## config.mk

```make
export PLATFORM = sky130hd
export DESIGN_NAME = gpio_dual_regs
export DESIGN_NICKNAME = d
export VERILOG_FILES = /design/src/rtl/gpio_dual_pkg.sv /design/src/rtl/gpio_sync.sv /design/src/rtl/gpio_channel.sv /design/src/rtl/gpio_dual_regs.sv
export SDC_FILE = /design/constraint.sdc
export NUM_CORES = 1
export LEC_CHECK = 0
export ABC_AREA = 1
export CAP_MARGIN = 10
export CORE_MARGIN = 2
export CORE_UTILIZATION = 35
export CTS_CLUSTER_SIZE = 20
export DETAILED_ROUTE_END_ITERATION = 7
export GPL_ROUTABILITY_DRIVEN = 1
export GPL_TIMING_DRIVEN = 0
export PLACE_DENSITY = 0.76
export SLEW_MARGIN = 30
export SYNTH_ARGS = -nofsm -noshare
export SYNTH_HDL_FRONTEND = slang
export SYNTH_SLANG_ARGS = --single-unit
```

## constraint.sdc

```tcl
create_clock -name clk -period 1 [get_ports clk]
set_input_delay 0.2 -clock clk [delete_from_list [all_inputs] [get_ports clk]]
set_output_delay 0.2 -clock clk [all_outputs]
set_load 0.02 [all_outputs]
```

## src/rtl/gpio_dual_pkg.sv

```systemverilog
// Shared definitions for the GPIO register block.
// Assumes 32-bit registers and byte addresses that are word aligned.
package gpio_dual_pkg;
    localparam int REG_W = 32;

    // Register selected by address bits [3:2]
    typedef enum logic [1:0] {
        SEL_VAL1 = 2'd0,
        SEL_DIR1 = 2'd1,
        SEL_VAL2 = 2'd2,
        SEL_DIR2 = 2'd3
    } reg_sel_e;
endpackage

```

## src/rtl/gpio_sync.sv

```systemverilog
// Two-flop synchroniser for a bus of independent pin inputs.
// Assumes each bit is sampled on its own; no bus coherency is implied.
module gpio_sync #(
    parameter int W = 32
) (
    input  logic         clk,
    input  logic         rst_n,
    input  logic [W-1:0] din,
    output logic [W-1:0] dout
);
    logic [W-1:0] q1;
    logic [W-1:0] q2;

    // Shift the pin levels through two flops
    always_ff @(posedge clk) begin
        if (!rst_n) begin
            q1 <= '0;
            q2 <= '0;
        end else begin
            q1 <= din;
            q2 <= q1;
        end
    end

    assign dout = q2;

    p_stage1_r4: assert property (@(posedge clk) disable iff (!rst_n)
        1'b1 |=> q1 == $past(din));
    p_stage2_r4: assert property (@(posedge clk) disable iff (!rst_n)
        1'b1 |=> q2 == $past(q1));
endmodule

```

## src/rtl/gpio_channel.sv

```systemverilog
// One GPIO channel. It holds the output-value and direction registers
// and drives the pins. Assumes W <= 32. A direction bit of 1 means input.
module gpio_channel
    import gpio_dual_pkg::*;
#(
    parameter int               W        = 32,
    parameter logic [REG_W-1:0] VAL_INIT = '0,
    parameter logic [REG_W-1:0] DIR_INIT = '1
) (
    input  logic             clk,
    input  logic             rst_n,
    input  logic             val_we,
    input  logic             dir_we,
    input  logic [REG_W-1:0] wdata,
    input  logic [W-1:0]     pin_in,
    output logic [W-1:0]     pin_out,
    output logic [W-1:0]     pin_oe,
    output logic [REG_W-1:0] val_rd,
    output logic [REG_W-1:0] dir_rd
);
    logic [W-1:0] val_q;
    logic [W-1:0] dir_q;
    logic [W-1:0] pin_sync;

    // Load the output values and directions from the bus
    always_ff @(posedge clk) begin
        if (!rst_n) begin
            val_q <= VAL_INIT[W-1:0];
            dir_q <= DIR_INIT[W-1:0];
        end else begin
            if (val_we) val_q <= wdata[W-1:0];
            if (dir_we) dir_q <= wdata[W-1:0];
        end
    end

    gpio_sync #(.W(W)) u_sync (
        .clk  (clk),
        .rst_n(rst_n),
        .din  (pin_in),
        .dout (pin_sync)
    );

    assign pin_out = val_q;
    assign pin_oe  = ~dir_q;

    // Zero-extend the synchronised pins and the direction bits to register width
    always_comb begin
        val_rd         = '0;
        val_rd[W-1:0]  = pin_sync;
        dir_rd         = '0;
        dir_rd[W-1:0]  = dir_q;
    end

    p_dir_load_r2: assert property (@(posedge clk) disable iff (!rst_n)
        dir_we |=> pin_oe == ~$past(wdata[W-1:0]));
    p_val_load_r3: assert property (@(posedge clk) disable iff (!rst_n)
        val_we |=> pin_out == $past(wdata[W-1:0]));
    p_no_write_hold_r10: assert property (@(posedge clk) disable iff (!rst_n)
        (!val_we && !dir_we) |=> ($stable(pin_out) && $stable(pin_oe)));
endmodule

```

## src/rtl/gpio_dual_regs.sv

```systemverilog
// GPIO register block with one or two channels on a word-addressed port.
// Decodes byte addresses (bits [1:0] ignored) and registers the read data.
// Assumes ADDR_W >= 4. Channel two exists only when DUAL_CHANNEL is 1.
module gpio_dual_regs
    import gpio_dual_pkg::*;
#(
    parameter int               CH1_WIDTH     = 32,
    parameter int               CH2_WIDTH     = 32,
    parameter bit               DUAL_CHANNEL  = 1'b0,
    parameter logic [REG_W-1:0] CH1_VAL_INIT  = '0,
    parameter logic [REG_W-1:0] CH1_DIR_INIT  = '1,
    parameter logic [REG_W-1:0] CH2_VAL_INIT  = '0,
    parameter logic [REG_W-1:0] CH2_DIR_INIT  = '1,
    parameter int               ADDR_W        = 5
) (
    input  logic                 clk,
    input  logic                 rst_n,
    input  logic [ADDR_W-1:0]    bus_addr,
    input  logic                 bus_wr,
    input  logic                 bus_rd,
    input  logic [REG_W-1:0]     bus_wdata,
    output logic [REG_W-1:0]     bus_rdata,
    input  logic [CH1_WIDTH-1:0] ch1_pin_in,
    output logic [CH1_WIDTH-1:0] ch1_pin_out,
    output logic [CH1_WIDTH-1:0] ch1_pin_oe,
    input  logic [CH2_WIDTH-1:0] ch2_pin_in,
    output logic [CH2_WIDTH-1:0] ch2_pin_out,
    output logic [CH2_WIDTH-1:0] ch2_pin_oe
);
    reg_sel_e         sel;
    logic             in_range;
    logic [REG_W-1:0] val1_rd, dir1_rd, val2_rd, dir2_rd;
    logic             unused_low_addr;

    assign unused_low_addr = ^bus_addr[1:0];

    // Split the address into a register select and a range check
    always_comb begin
        sel      = reg_sel_e'(bus_addr[3:2]);
        in_range = (bus_addr >> 4) == '0;
    end

    gpio_channel #(
        .W       (CH1_WIDTH),
        .VAL_INIT(CH1_VAL_INIT),
        .DIR_INIT(CH1_DIR_INIT)
    ) u_ch1 (
        .clk    (clk),
        .rst_n  (rst_n),
        .val_we (bus_wr && in_range && sel == SEL_VAL1),
        .dir_we (bus_wr && in_range && sel == SEL_DIR1),
        .wdata  (bus_wdata),
        .pin_in (ch1_pin_in),
        .pin_out(ch1_pin_out),
        .pin_oe (ch1_pin_oe),
        .val_rd (val1_rd),
        .dir_rd (dir1_rd)
    );

    generate
        if (DUAL_CHANNEL) begin : g_ch2
            gpio_channel #(
                .W       (CH2_WIDTH),
                .VAL_INIT(CH2_VAL_INIT),
                .DIR_INIT(CH2_DIR_INIT)
            ) u_ch2 (
                .clk    (clk),
                .rst_n  (rst_n),
                .val_we (bus_wr && in_range && sel == SEL_VAL2),
                .dir_we (bus_wr && in_range && sel == SEL_DIR2),
                .wdata  (bus_wdata),
                .pin_in (ch2_pin_in),
                .pin_out(ch2_pin_out),
                .pin_oe (ch2_pin_oe),
                .val_rd (val2_rd),
                .dir_rd (dir2_rd)
            );
        end else begin : g_no_ch2
            logic unused_ch2_in;
            assign unused_ch2_in = ^ch2_pin_in;
            assign ch2_pin_out   = '0;
            assign ch2_pin_oe    = '0;
            assign val2_rd       = '0;
            assign dir2_rd       = '0;

            p_absent_read_zero_r6: assert property (@(posedge clk) disable iff (!rst_n)
                (bus_rd && in_range && bus_addr[3]) |=> bus_rdata == '0);
        end
    endgenerate

    // Capture the selected register on a read strobe, hold otherwise
    always_ff @(posedge clk) begin
        if (!rst_n) begin
            bus_rdata <= '0;
        end else if (bus_rd) begin
            if (!in_range) begin
                bus_rdata <= '0;
            end else begin
                unique case (sel)
                    SEL_VAL1: bus_rdata <= val1_rd;
                    SEL_DIR1: bus_rdata <= dir1_rd;
                    SEL_VAL2: bus_rdata <= val2_rd;
                    SEL_DIR2: bus_rdata <= dir2_rd;
                endcase
            end
        end
    end

    p_read_hold_r8: assert property (@(posedge clk) disable iff (!rst_n)
        !bus_rd |=> $stable(bus_rdata));
    p_unused_read_zero_r7: assert property (@(posedge clk) disable iff (!rst_n)
        (bus_rd && !in_range) |=> bus_rdata == '0);
    p_unused_write_r7: assert property (@(posedge clk) disable iff (!rst_n)
        (bus_wr && !in_range) |=> ($stable(ch1_pin_out) && $stable(ch1_pin_oe)
                                   && $stable(ch2_pin_out) && $stable(ch2_pin_oe)));
endmodule

```

==> impl_metrics.yaml <==
timing:
  max_freq_mhz: 876
  min_period_over_period: 1.14
  setup_viol: 96
  finalCriticalPeriod_ns: 1.14
  hold_violations: 0
  maxSlewHeadroom: 0.622
  slew_viol_final: 0
  rsz0062_at_grt: "true"
  setup_ws_ns: -0.141
  skew_ns: 0.00844
  tightestPinTransition_ns: 0.567
synth:
  synth_fa_ha_area_frac: 0
  synth_top_area_frac: 0.507
  syn_area_per_cell_um2: 7.58
  synth-simple-area-share: 0.260
  yosys.area_share.xor_xnor: 0
  ys_warn_count: 0
  synth_seq_cells: 160
  yosys.area.top_type: "dfxtp_1"
  netlist_area_um2: 6310
  synth_top_family_by_area: "simple AND/OR/NAND/NOR gates"
  synth_area_leaders: "dfxtp_1 (51%), nand2_1 (15%), nand3_1 (10%)"
  synth.distinct_cells: 14
  synth_compound_area_frac: 0.0507
  synth_seq_area_share: 0.507
  synth_mux_area_frac: 0
  synth_cells: 833
route:
  num_vias: 6066
  drt_first_iter_violations: 314
  ant_nets: 0
  wl_per_cell_um: 13.4
  drcViolationCount: 0
  drt-total-wl_mm: 18.7
  drt_first_pass_iters: 4
  vias_per_cell: 4.36
worst_setup_path:
  worstPathRequired_ns: 0.80
  cp-end-kind: "output port"
  crit_fanout: 3
  critPathKind: "flop to output port"
  crit_path_max_incr_delay_ns: 0.34
  path_cells: "inv_2, buf_6"
  critPathArrivalTime_ns: 0.94
  critical_path.startpoint_type: "flop"
  cp_slowest_cell: "dfxtp_2"
place:
  globalplace.congestion: 0.850
  numPortBuffers: 164
  hpwlAfterDp_mm: 13.2
  dp.cells: 1289
clock_network:
  numClockSinks: 160
  clock_tree.root_cell: "clkbuf_16"
  clk_pin_slew_ns: 0.06
  insertion_delay_ns: 0.43
  tritoncts: "built"
  h-tree-depth: 4
  cts_buffers: 17
  cts_buffer_depth: 2
floorplan:
  initial_core_util: 0.354
  design.core.area_um2: 17800
  fp.dieArea_um2: 19100
  io_pins: 265
  fp.dieH_um: 138
  core.rowCount: 49
  die_x_um: 138
finish:
  nets: 1253
  fin_util: 0.557
  layout_commonest_cell: "nand2_1"
  fillers: 1595
  layout-drive-gt1-share: 0.383
  syn2layout_area_growth_pct: 57.3
  stdcell_count: 1390
  mostFrequentLayoutCells: "nand2_1 (256), buf_4 (136), nand3_1 (127)"
  antenna_cells: 0
global_routing:
  grt_max_degree: 17
  grt_pass1_vias: 5729
  grt_pass1_wl_mm: 29.1
  grt_usage: 0.192
  grt_antenna_before_repair: 0
  globalRoute.totalOverflow: 0
hold_path:
  min_path_type: "input pin to flop"
power_and_ir_drop:
  p_leak_nw: 5.18
  power_density_nw_per_um2: 1500
  ir_drop_uv: 1220
  total_power_mw: 14.9
outcome:
  outcome: "finished, violations left"
  violations: "negative setup slack"
flow_run:
  cap_viol_max_count: 0
## what timing repair did
item | 4_1_cts | 5_1_grt
hold buffers | 0 | 0
hold endpoints to repair | 0 | 0
pin swaps | 2 | 2
gates cloned | 3 | 1
resized for setup | 740 | 15
setup buffers | 45 | 20
setup endpoints to repair | 190 | 163
## cell usage after synthesis
master,instances
nand2_1,258
buf_6,4
conb_1,1
inv_2,3
nor2_1,2
inv_1,98
buf_1,1
nor2_4,2
dfxtp_1,160
nand3_1,128
buf_4,71
a21oi_1,64
clkbuf_1,16
buf_2,25
## per-stage QoR
| stage | TNS, ns | hold WS (ns) | worst slack [ns] | instance area (um^2) |
|---|---|---|---|---|
| CTS | -10.41 | 0.194 | -0.164 | 9750 |
| floorplan | -0.215 | 0.298 | -0.0107 | 6550 |
| detailed placement | -79.19 | 0.396 | -0.733 | 8480 |
| finish | -8.63 | 0.136 | -0.141 | 9930 |
| global placement | -77.81 | 0.393 | -0.711 | 8480 |
| global route | -11.56 | 0.147 | -0.174 | 9930 |
## sequential cells by signal, indices dropped and copies added (netlist names)
signal / count
u_ch1.u_sync.dout: 32
u_ch1.dir_rd: 32
u_ch1.pin_out: 32
u_ch1.u_sync.q1: 32
bus_rdata: 32
## critical path, delay by kind of cell, from the launching register on
| kind | cells | cell delay, ns |
|---|---|---|
| buf+inv | 2 | 0.17 |
| flops | 1 | 0.34 |
## layer usage
| layer | share of wire | track usage |
|---|---|---|
| met5 | 0 | 0 |
| met4 | 0.026 | 0.0800 |
| met3 | 0.065 | 0.0468 |
| met2 | 0.49 | 0.328 |
| met1 | 0.42 | 0.232 |
## where the power goes
part	leakage (nW)	total [mW]	internal, mW	switching (mW)
registers	1.33	6.73	6.62	0.110
logic	3.58	2.11	0.986	1.13
clock network	0.275	6.09	3.32	2.77
## cell type report
class	instances	area, um^2	share of cell area
Sequential cell	160	3330	0.335
Inverter	101	382	0.0384
Tap cell	229	287	0.0288
Multi-Input combinational cell	518	2240	0.226
Clock buffer	18	439	0.0442
Timing Repair Buffer	233	2300	0.232
Clock inverter	14	120	0.0121
Buffer	117	832	0.0838
## logic make-up after synthesis
group	Yosys count
AO/OA/AOI/OAI	64
buffers and inverters	218
flip-flops	160
other	1
AND/OR/NAND/NOR	390
## final timing paths
kind | to | startpoint | slack [ns] | cells past startpoint
setup reg to reg | bus_rdata[17] | u_ch1.dir_rd[17] | 0.03 | 6
hold / removal | bus_rdata[0] | bus_rd | 0.14 | 4
hold reg to reg | u_ch1.u_sync.dout[24] | u_ch1.u_sync.q1[24] | 0.41 | 2
setup / recovery | ch1_pin_oe[31] | u_ch1.dir_rd[31] | -0.14 | 2
(Power assumes the default switching activity.)
